<file path="src/rtl/tac_pkg.sv">
package tac_pkg;

    localparam int DATA_W  = 8;
    localparam int ADDR_W  = 4;
    localparam int OP_W    = DATA_W - ADDR_W;
    localparam int N_STATE = 6;

    // ring state indices
    localparam int ST_T1 = 0;
    localparam int ST_T2 = 1;
    localparam int ST_T3 = 2;
    localparam int ST_T4 = 3;
    localparam int ST_T5 = 4;
    localparam int ST_T6 = 5;

    localparam logic [OP_W-1:0] OP_LDA = 4'h0;
    localparam logic [OP_W-1:0] OP_ADD = 4'h1;
    localparam logic [OP_W-1:0] OP_SUB = 4'h2;
    localparam logic [OP_W-1:0] OP_OUT = 4'hE;
    localparam logic [OP_W-1:0] OP_HLT = 4'hF;

    typedef enum logic [2:0] {
        SRC_NONE,
        SRC_PC,
        SRC_MEM,
        SRC_IR,
        SRC_ACC,
        SRC_ALU
    } bus_src_e;

    typedef struct packed {
        bus_src_e src;
        logic     ld_mar;
        logic     ld_ir;
        logic     ld_acc;
        logic     ld_b;
        logic     ld_out;
        logic     inc_pc;
        logic     halt;
        logic     sub;
    } ctrl_t;

    function automatic logic [OP_W-1:0] opcode_of(input logic [DATA_W-1:0] w);
        return w[DATA_W-1 -: OP_W];
    endfunction

    function automatic logic [ADDR_W-1:0] operand_of(input logic [DATA_W-1:0] w);
        return w[ADDR_W-1:0];
    endfunction

endpackage

</file>
<file path="src/rtl/tac_ring.sv">
module tac_ring #(
    parameter int N = tac_pkg::N_STATE
) (
    input  logic         clk,
    input  logic         clr,
    input  logic         en,
    output logic [N-1:0] ring
);
    localparam logic [N-1:0] FIRST = {{(N-1){1'b0}}, 1'b1};

    always_ff @(posedge clk) begin
        if (clr)
            ring <= FIRST;
        else if (en)
            ring <= {ring[N-2:0], ring[N-1]};
    end
endmodule

</file>
<file path="src/rtl/tac_decode.sv">
module tac_decode
    import tac_pkg::*;
(
    input  logic [N_STATE-1:0] ring,
    input  logic [OP_W-1:0]    op,
    output ctrl_t              ctrl
);
    always_comb begin
        ctrl     = '0;
        ctrl.src = SRC_NONE;
        if (ring[ST_T1]) begin
            ctrl.src    = SRC_PC;
            ctrl.ld_mar = 1'b1;
        end
        if (ring[ST_T2]) begin
            ctrl.inc_pc = 1'b1;
        end
        if (ring[ST_T3]) begin
            ctrl.src   = SRC_MEM;
            ctrl.ld_ir = 1'b1;
        end
        if (ring[ST_T4]) begin
            case (op)
                OP_LDA, OP_ADD, OP_SUB: begin
                    ctrl.src    = SRC_IR;
                    ctrl.ld_mar = 1'b1;
                end
                OP_OUT: begin
                    ctrl.src    = SRC_ACC;
                    ctrl.ld_out = 1'b1;
                end
                OP_HLT:  ctrl.halt = 1'b1;
                default: ;
            endcase
        end
        if (ring[ST_T5]) begin
            case (op)
                OP_LDA: begin
                    ctrl.src    = SRC_MEM;
                    ctrl.ld_acc = 1'b1;
                end
                OP_ADD, OP_SUB: begin
                    ctrl.src  = SRC_MEM;
                    ctrl.ld_b = 1'b1;
                end
                default: ;
            endcase
        end
        if (ring[ST_T6]) begin
            case (op)
                OP_ADD: begin
                    ctrl.src    = SRC_ALU;
                    ctrl.ld_acc = 1'b1;
                end
                OP_SUB: begin
                    ctrl.src    = SRC_ALU;
                    ctrl.ld_acc = 1'b1;
                    ctrl.sub    = 1'b1;
                end
                default: ;
            endcase
        end
    end
endmodule

</file>
<file path="src/rtl/tac_alu.sv">
module tac_alu #(
    parameter int W = tac_pkg::DATA_W
) (
    input  logic [W-1:0] a,
    input  logic [W-1:0] b,
    input  logic         sub,
    output logic [W-1:0] y
);
    // two's complement: a - b = a + ~b + 1, carry out dropped
    logic [W-1:0] b_eff;
    always_comb begin
        b_eff = sub ? ~b : b;
        y     = a + b_eff + {{(W-1){1'b0}}, sub};
    end
endmodule

</file>
<file path="src/rtl/tac_mem.sv">
module tac_mem #(
    parameter int DW = tac_pkg::DATA_W,
    parameter int AW = tac_pkg::ADDR_W
) (
    input  logic          clk,
    input  logic          we,
    input  logic [AW-1:0] waddr,
    input  logic [DW-1:0] wdata,
    input  logic [AW-1:0] raddr,
    output logic [DW-1:0] rdata
);
    localparam int DEPTH = 1 << AW;

    logic [DW-1:0] cells [DEPTH];

    always_ff @(posedge clk) begin
        if (we)
            cells[waddr] <= wdata;
    end

    assign rdata = cells[raddr];
endmodule

</file>
<file path="src/rtl/tac_core.sv">
module tac_core
    import tac_pkg::*;
(
    input  logic              clk,
    input  logic              clr,
    input  logic              run_mode,
    input  logic              step_mode,
    input  logic              step_pulse,
    input  logic [ADDR_W-1:0] prog_addr,
    input  logic [DATA_W-1:0] prog_data,
    input  logic              prog_we,
    output logic [DATA_W-1:0] out_val,
    output logic              halted
);
    logic [ADDR_W-1:0]  pc_q;
    logic [ADDR_W-1:0]  mar_q;
    logic [DATA_W-1:0]  ir_q;
    logic [DATA_W-1:0]  acc_q;
    logic [DATA_W-1:0]  b_q;
    logic [DATA_W-1:0]  out_q;
    logic               halt_q;
    logic               step_q;
    logic [N_STATE-1:0] ring_q;
    logic [DATA_W-1:0]  mem_rd;
    logic [DATA_W-1:0]  alu_y;
    logic [DATA_W-1:0]  bus;
    logic               step_rise;
    logic               en;
    ctrl_t              ctrl;

    // single-step edge detect, same clock domain
    always_ff @(posedge clk) step_q <= step_pulse;

    assign step_rise = step_pulse & ~step_q;
    assign en        = run_mode & ~clr & ~halt_q & (step_mode ? step_rise : 1'b1);

    tac_ring #(.N(N_STATE)) u_ring (
        .clk  (clk),
        .clr  (clr),
        .en   (en),
        .ring (ring_q)
    );

    tac_decode u_dec (
        .ring (ring_q),
        .op   (opcode_of(ir_q)),
        .ctrl (ctrl)
    );

    tac_alu #(.W(DATA_W)) u_alu (
        .a   (acc_q),
        .b   (b_q),
        .sub (ctrl.sub),
        .y   (alu_y)
    );

    tac_mem #(.DW(DATA_W), .AW(ADDR_W)) u_mem (
        .clk   (clk),
        .we    (prog_we & ~run_mode),
        .waddr (prog_addr),
        .wdata (prog_data),
        .raddr (mar_q),
        .rdata (mem_rd)
    );

    // shared bus
    always_comb begin
        case (ctrl.src)
            SRC_PC:  bus = {{(DATA_W-ADDR_W){1'b0}}, pc_q};
            SRC_MEM: bus = mem_rd;
            SRC_IR:  bus = {{(DATA_W-ADDR_W){1'b0}}, operand_of(ir_q)};
            SRC_ACC: bus = acc_q;
            SRC_ALU: bus = alu_y;
            default: bus = '0;
        endcase
    end

    always_ff @(posedge clk) begin
        if (clr)
            pc_q <= '0;
        else if (en && ctrl.inc_pc)
            pc_q <= pc_q + 1'b1;
    end

    // address register input selector: switches or bus
    always_ff @(posedge clk) begin
        if (!run_mode)
            mar_q <= prog_addr;
        else if (en && ctrl.ld_mar)
            mar_q <= bus[ADDR_W-1:0];
    end

    always_ff @(posedge clk) begin
        if (clr)
            ir_q <= '0;
        else if (en && ctrl.ld_ir)
            ir_q <= bus;
    end

    always_ff @(posedge clk) begin
        if (en && ctrl.ld_acc) acc_q <= bus;
        if (en && ctrl.ld_b)   b_q   <= bus;
        if (en && ctrl.ld_out) out_q <= bus;
    end

    always_ff @(posedge clk) begin
        if (clr)
            halt_q <= 1'b0;
        else if (en && ctrl.halt)
            halt_q <= 1'b1;
    end

    assign out_val = out_q;
    assign halted  = halt_q;
endmodule

</file>
<file path="config.mk">
export PLATFORM = sky130hd
export DESIGN_NAME = tac_core
export DESIGN_NICKNAME = d
export VERILOG_FILES = /design/src/rtl/tac_pkg.sv /design/src/rtl/tac_ring.sv /design/src/rtl/tac_decode.sv /design/src/rtl/tac_alu.sv /design/src/rtl/tac_mem.sv /design/src/rtl/tac_core.sv
export SDC_FILE = /design/constraint.sdc
export NUM_CORES = 1
export LEC_CHECK = 0
export BUFFER_PORTS_ARGS = -buffer_cell sky130_fd_sc_hd__buf_2
export CORE_ASPECT_RATIO = 0.5
export CORE_MARGIN = 4
export CORE_UTILIZATION = 62
export DETAILED_ROUTE_END_ITERATION = 10
export PLACE_DENSITY = 0.8
export SYNTH_ARGS = -nofsm -noshare
export SYNTH_HDL_FRONTEND = slang
export SYNTH_SLANG_ARGS = --single-unit
</file>
<file path="constraint.sdc">
create_clock -name clk -period 3.6 [get_ports clk]
set_input_delay 0.54 -clock clk [delete_from_list [all_inputs] [get_ports clk]]
set_output_delay 0.54 -clock clk [all_outputs]
set_load 0.02 [all_outputs]
</file>
==> flow_summary_export.csv <==
group,metric,value,unit
setup_path,critPathCaptureType,"flop",
drt,drt-wirelength-per-cell,24.4,um
yosys,synth_top_area_share,60.5,%
drt,dr.pass1.iters,5,
grt,grt_util_all_layers,24.5,%
layout,design_area,8580,sq um
grt,grt.overflow.total,0,
placement,dp_cells,661,
hold_path,hold_path.class,"primary input to flop",
floorplan,die_h,87.0,um
setup_path,worst-path-buf-inv,1,
setup_path,worstSetupPathType,"flop to flop",
floorplan,row_count,28,
cts,h-tree-depth,4,
grt,grt_max_degree,22,
floorplan,initial_core_util,64.5,%
placement,placed_area,7950,sq um
sta,final_max_slew_viol_count,0,
cts,clock-sinks,180,
setup_path,critPathLaunchType,"flop",
setup_path,crit_chain,"or4b_1, or2_1, xnor2_1, ha_1, a31o_2, a21oi_1, nand2_1, xor2_1, a211oi_2, inv_1",
yosys,synth_edf_count,156,
yosys,ys_seq_area_share,66.7,%
floorplan,coreArea,12000,sq um
yosys,synth_cells,480,
drt,vias_per_cell,6.54,
cts,tritoncts,"done",
yosys,synth_top_area_cell,"edfxtp_1",
power,p_leak,2.96,nW
layout,drive_gt1_share,19.7,%
drt,drt_iter0_drc,407,
sta,finalHoldViolCount,0,
sta,setup_viol_count_final,0,
setup_path,critical-path-top-delay-family,"simple AND/OR/NAND/NOR gates",
cts,clock_latency,0.44,ns
yosys,syn_area_per_cell,16.1,sq um
power,peakVddDrop,276,uV
sta,period_share,94.0,%
sta,slew_headroom,27.4,%
setup_path,max_stage_delay,0.47,ns
grt,grt_pass1_wl,26200,um
floorplan,num_io_pins,27,
layout,n_antenna_cell,0,
setup_path,slowest_stage,"or4b_1",
sta,setup_tns,0,ns
run_status,status,"completed",
yosys,yosys_warnings,0,
yosys,synth.net_count,506,
grt,grt_pass1_vias,4407,
layout,post-route-util,71.4,%
cts,cts_buffers,17,
setup_path,crit_fanout,8,
drt,via_count,4529,
sta,rsz0062_at_grt,"no",
layout,syn2layout_area_growth,10.8,%
flow_run,drv_cap,0,
sta,clock.fmax,295,MHz
sta,worst-slew-pin-transition,1.08,ns
layout,nets,541,
yosys,synth_seq_cells,180,
setup_path,required,3.76,ns
sta,fin_skew,0.0115,ns
yosys,syn_area,7740,sq um
cts,postCtsSetupBuffers,0,
cts,cts_root_buffer,"clkbuf_16",
cts,path_clk_slew,0.08,ns
placement,place.gp.congestion,0.918,
floorplan,dieArea,14500,sq um
yosys,synth_async_sr_flop_share,0,%
yosys,synth_cell_type_count,64,
layout,stdcell_count,693,
drt,ant_nets,0,
drt,wirelength,16900,um
yosys,ys_top_cells_by_area,"edfxtp_1, mux4_1, dfxtp_1",
yosys,yosys_most_used_dff,"edfxtp_1",
drt,drc,0,
placement,io_buffers,26,
power,p_per_area,522,nW/um^2
grt,antenna_found_initial,0,
setup_path,arrival,3.55,ns
sta,final.min_clock_period,3.38,ns
floorplan,fp.dieW,166,um
cts,cts-root-to-sink-buffers,2,
placement,hpwl,10500,um
-- worst reg2reg max path, cell delays in order (launching register included) --
cell and delay (ns):
dfxtp_1 0.42, or4b_1 0.47, or2_1 0.40, xnor2_1 0.26
ha_1 0.28, a31o_2 0.20, a21oi_1 0.29, nand2_1 0.12
xor2_1 0.16, a211oi_2 0.38, inv_1 0.13
-- synth_stat cells (4+ instances only) --
| master | count |
|---|---|
| nor2b_1 | 4 |
| o21ai_0 | 8 |
| mux4_2 | 16 |
| nand3_1 | 7 |
| a211oi_1 | 10 |
| buf_6 | 8 |
| a22oi_1 | 5 |
| ha_1 | 7 |
| dfxtp_1 | 24 |
| nor3_1 | 11 |
| o21a_1 | 5 |
| inv_1 | 13 |
| edfxtp_1 | 156 |
| a221oi_1 | 6 |
| nor2_1 | 39 |
| a21oi_1 | 23 |
| xor2_1 | 4 |
| nand2_1 | 33 |
| mux4_1 | 19 |
| xnor2_1 | 8 |
| nand2b_1 | 6 |
-- metal layers --
metal  wire [um]  up-vias  global-route usage (%)
li1            -     1984                       -
met1        6730     2277                    32.3
met2        8580      240                    42.3
met3        1320       28                    5.30
met4         272        0                    7.41
met5           0        -                       0
-- placed cells by master, fill, tap and decap left out, drive strengths merged, types with 3 or more instances in the layout --
cell type / count
mux2i: 3
o21ai: 10
and3: 3
nor2b: 5
xnor2: 8
a31oi: 3
dfxtp: 24
a21oi: 24
clkinv: 7
a221oi: 6
inv: 21
o21a: 5
a22oi: 5
clkbuf: 17
mux4: 35
buf: 38
and2: 5
nor2: 39
edfxtp: 156
nand3: 7
nand2b: 6
nor3: 13
ha: 7
nand2: 33
or3: 3
a211oi: 13
xor2: 4
-- path summary, 6_finish.rpt --
| check | startpoint | to | cells after the start | slack, ns |
|---|---|---|---|---|
| max reg2reg | ir_q[5]$_SDFFE_PP0P_ | out_val[3]$_DFFE_PP_ | 10 | 0.22 |
| min reg2reg | u_ring.ring[1]$_SDFFE_PP0P_ | u_ring.ring[1]$_SDFFE_PP0P_ | 2 | 0.49 |
| min | step_pulse | step_q$_DFF_P_ | 1 | 0.22 |
| max | ir_q[5]$_SDFFE_PP0P_ | out_val[3]$_DFFE_PP_ | 10 | 0.22 |
-- what timing repair did --
item | 4_1_cts | 5_1_grt
resized for setup | 0 | 1
hold buffers | 0 | 0
setup endpoints to repair | 0 | 3
-- layout make-up --
cell class,count,area (sq um)
clock buffers,17,425
clock inverters,15,200
fillers,709,3440
inverters,13,48.8
multi-input cells,265,2310
flip-flops and latches,180,5170
well taps,165,206
repair buffers,38,220
-- where the power goes --
part | internal, W | switching [W]
sequential | 0.00229 | 0.0000358
combinational | 0.000118 | 0.000133
clock | 0.000960 | 0.000942
total | 0.00336 | 0.00111
-- flip-flops by register name, indices dropped and copies added, names as in the netlist, named ones only --
name and cells:
out_val 8, u_mem.cells 128, halted 1, acc_q 8, step_q 1, b_q 8, pc_q 4, ir_q 8
u_ring.ring 6, mar_q 4
-- stage by stage --
step	power (W)	hold WS, ns	worst slack, ns
6_report	0.00447	0.220	0.215
5_1_grt	0.00461	0.210	0.0721
4_1_cts	0.00448	0.213	0.256
3_5_place_dp	0.00261	0.482	0.278
3_3_place_gp	0.00260	0.480	0.330
2_1_floorplan	0.00254	0.457	0.524
-- kinds of logic (layout without fill, tap and decap cells) --
logic type	count (synthesis)	after routing	share of synthesized area (%)
buf+inv	35	83	3.47
xor+xnor	12	12	1.36
simple gates	124	124	7.85
flops	180	180	66.7
mux	38	38	11.5
fa+ha+maj	8	8	1.39
compound gates	83	83	7.75
No activity file was read; power rests on OpenSTA's default activity.
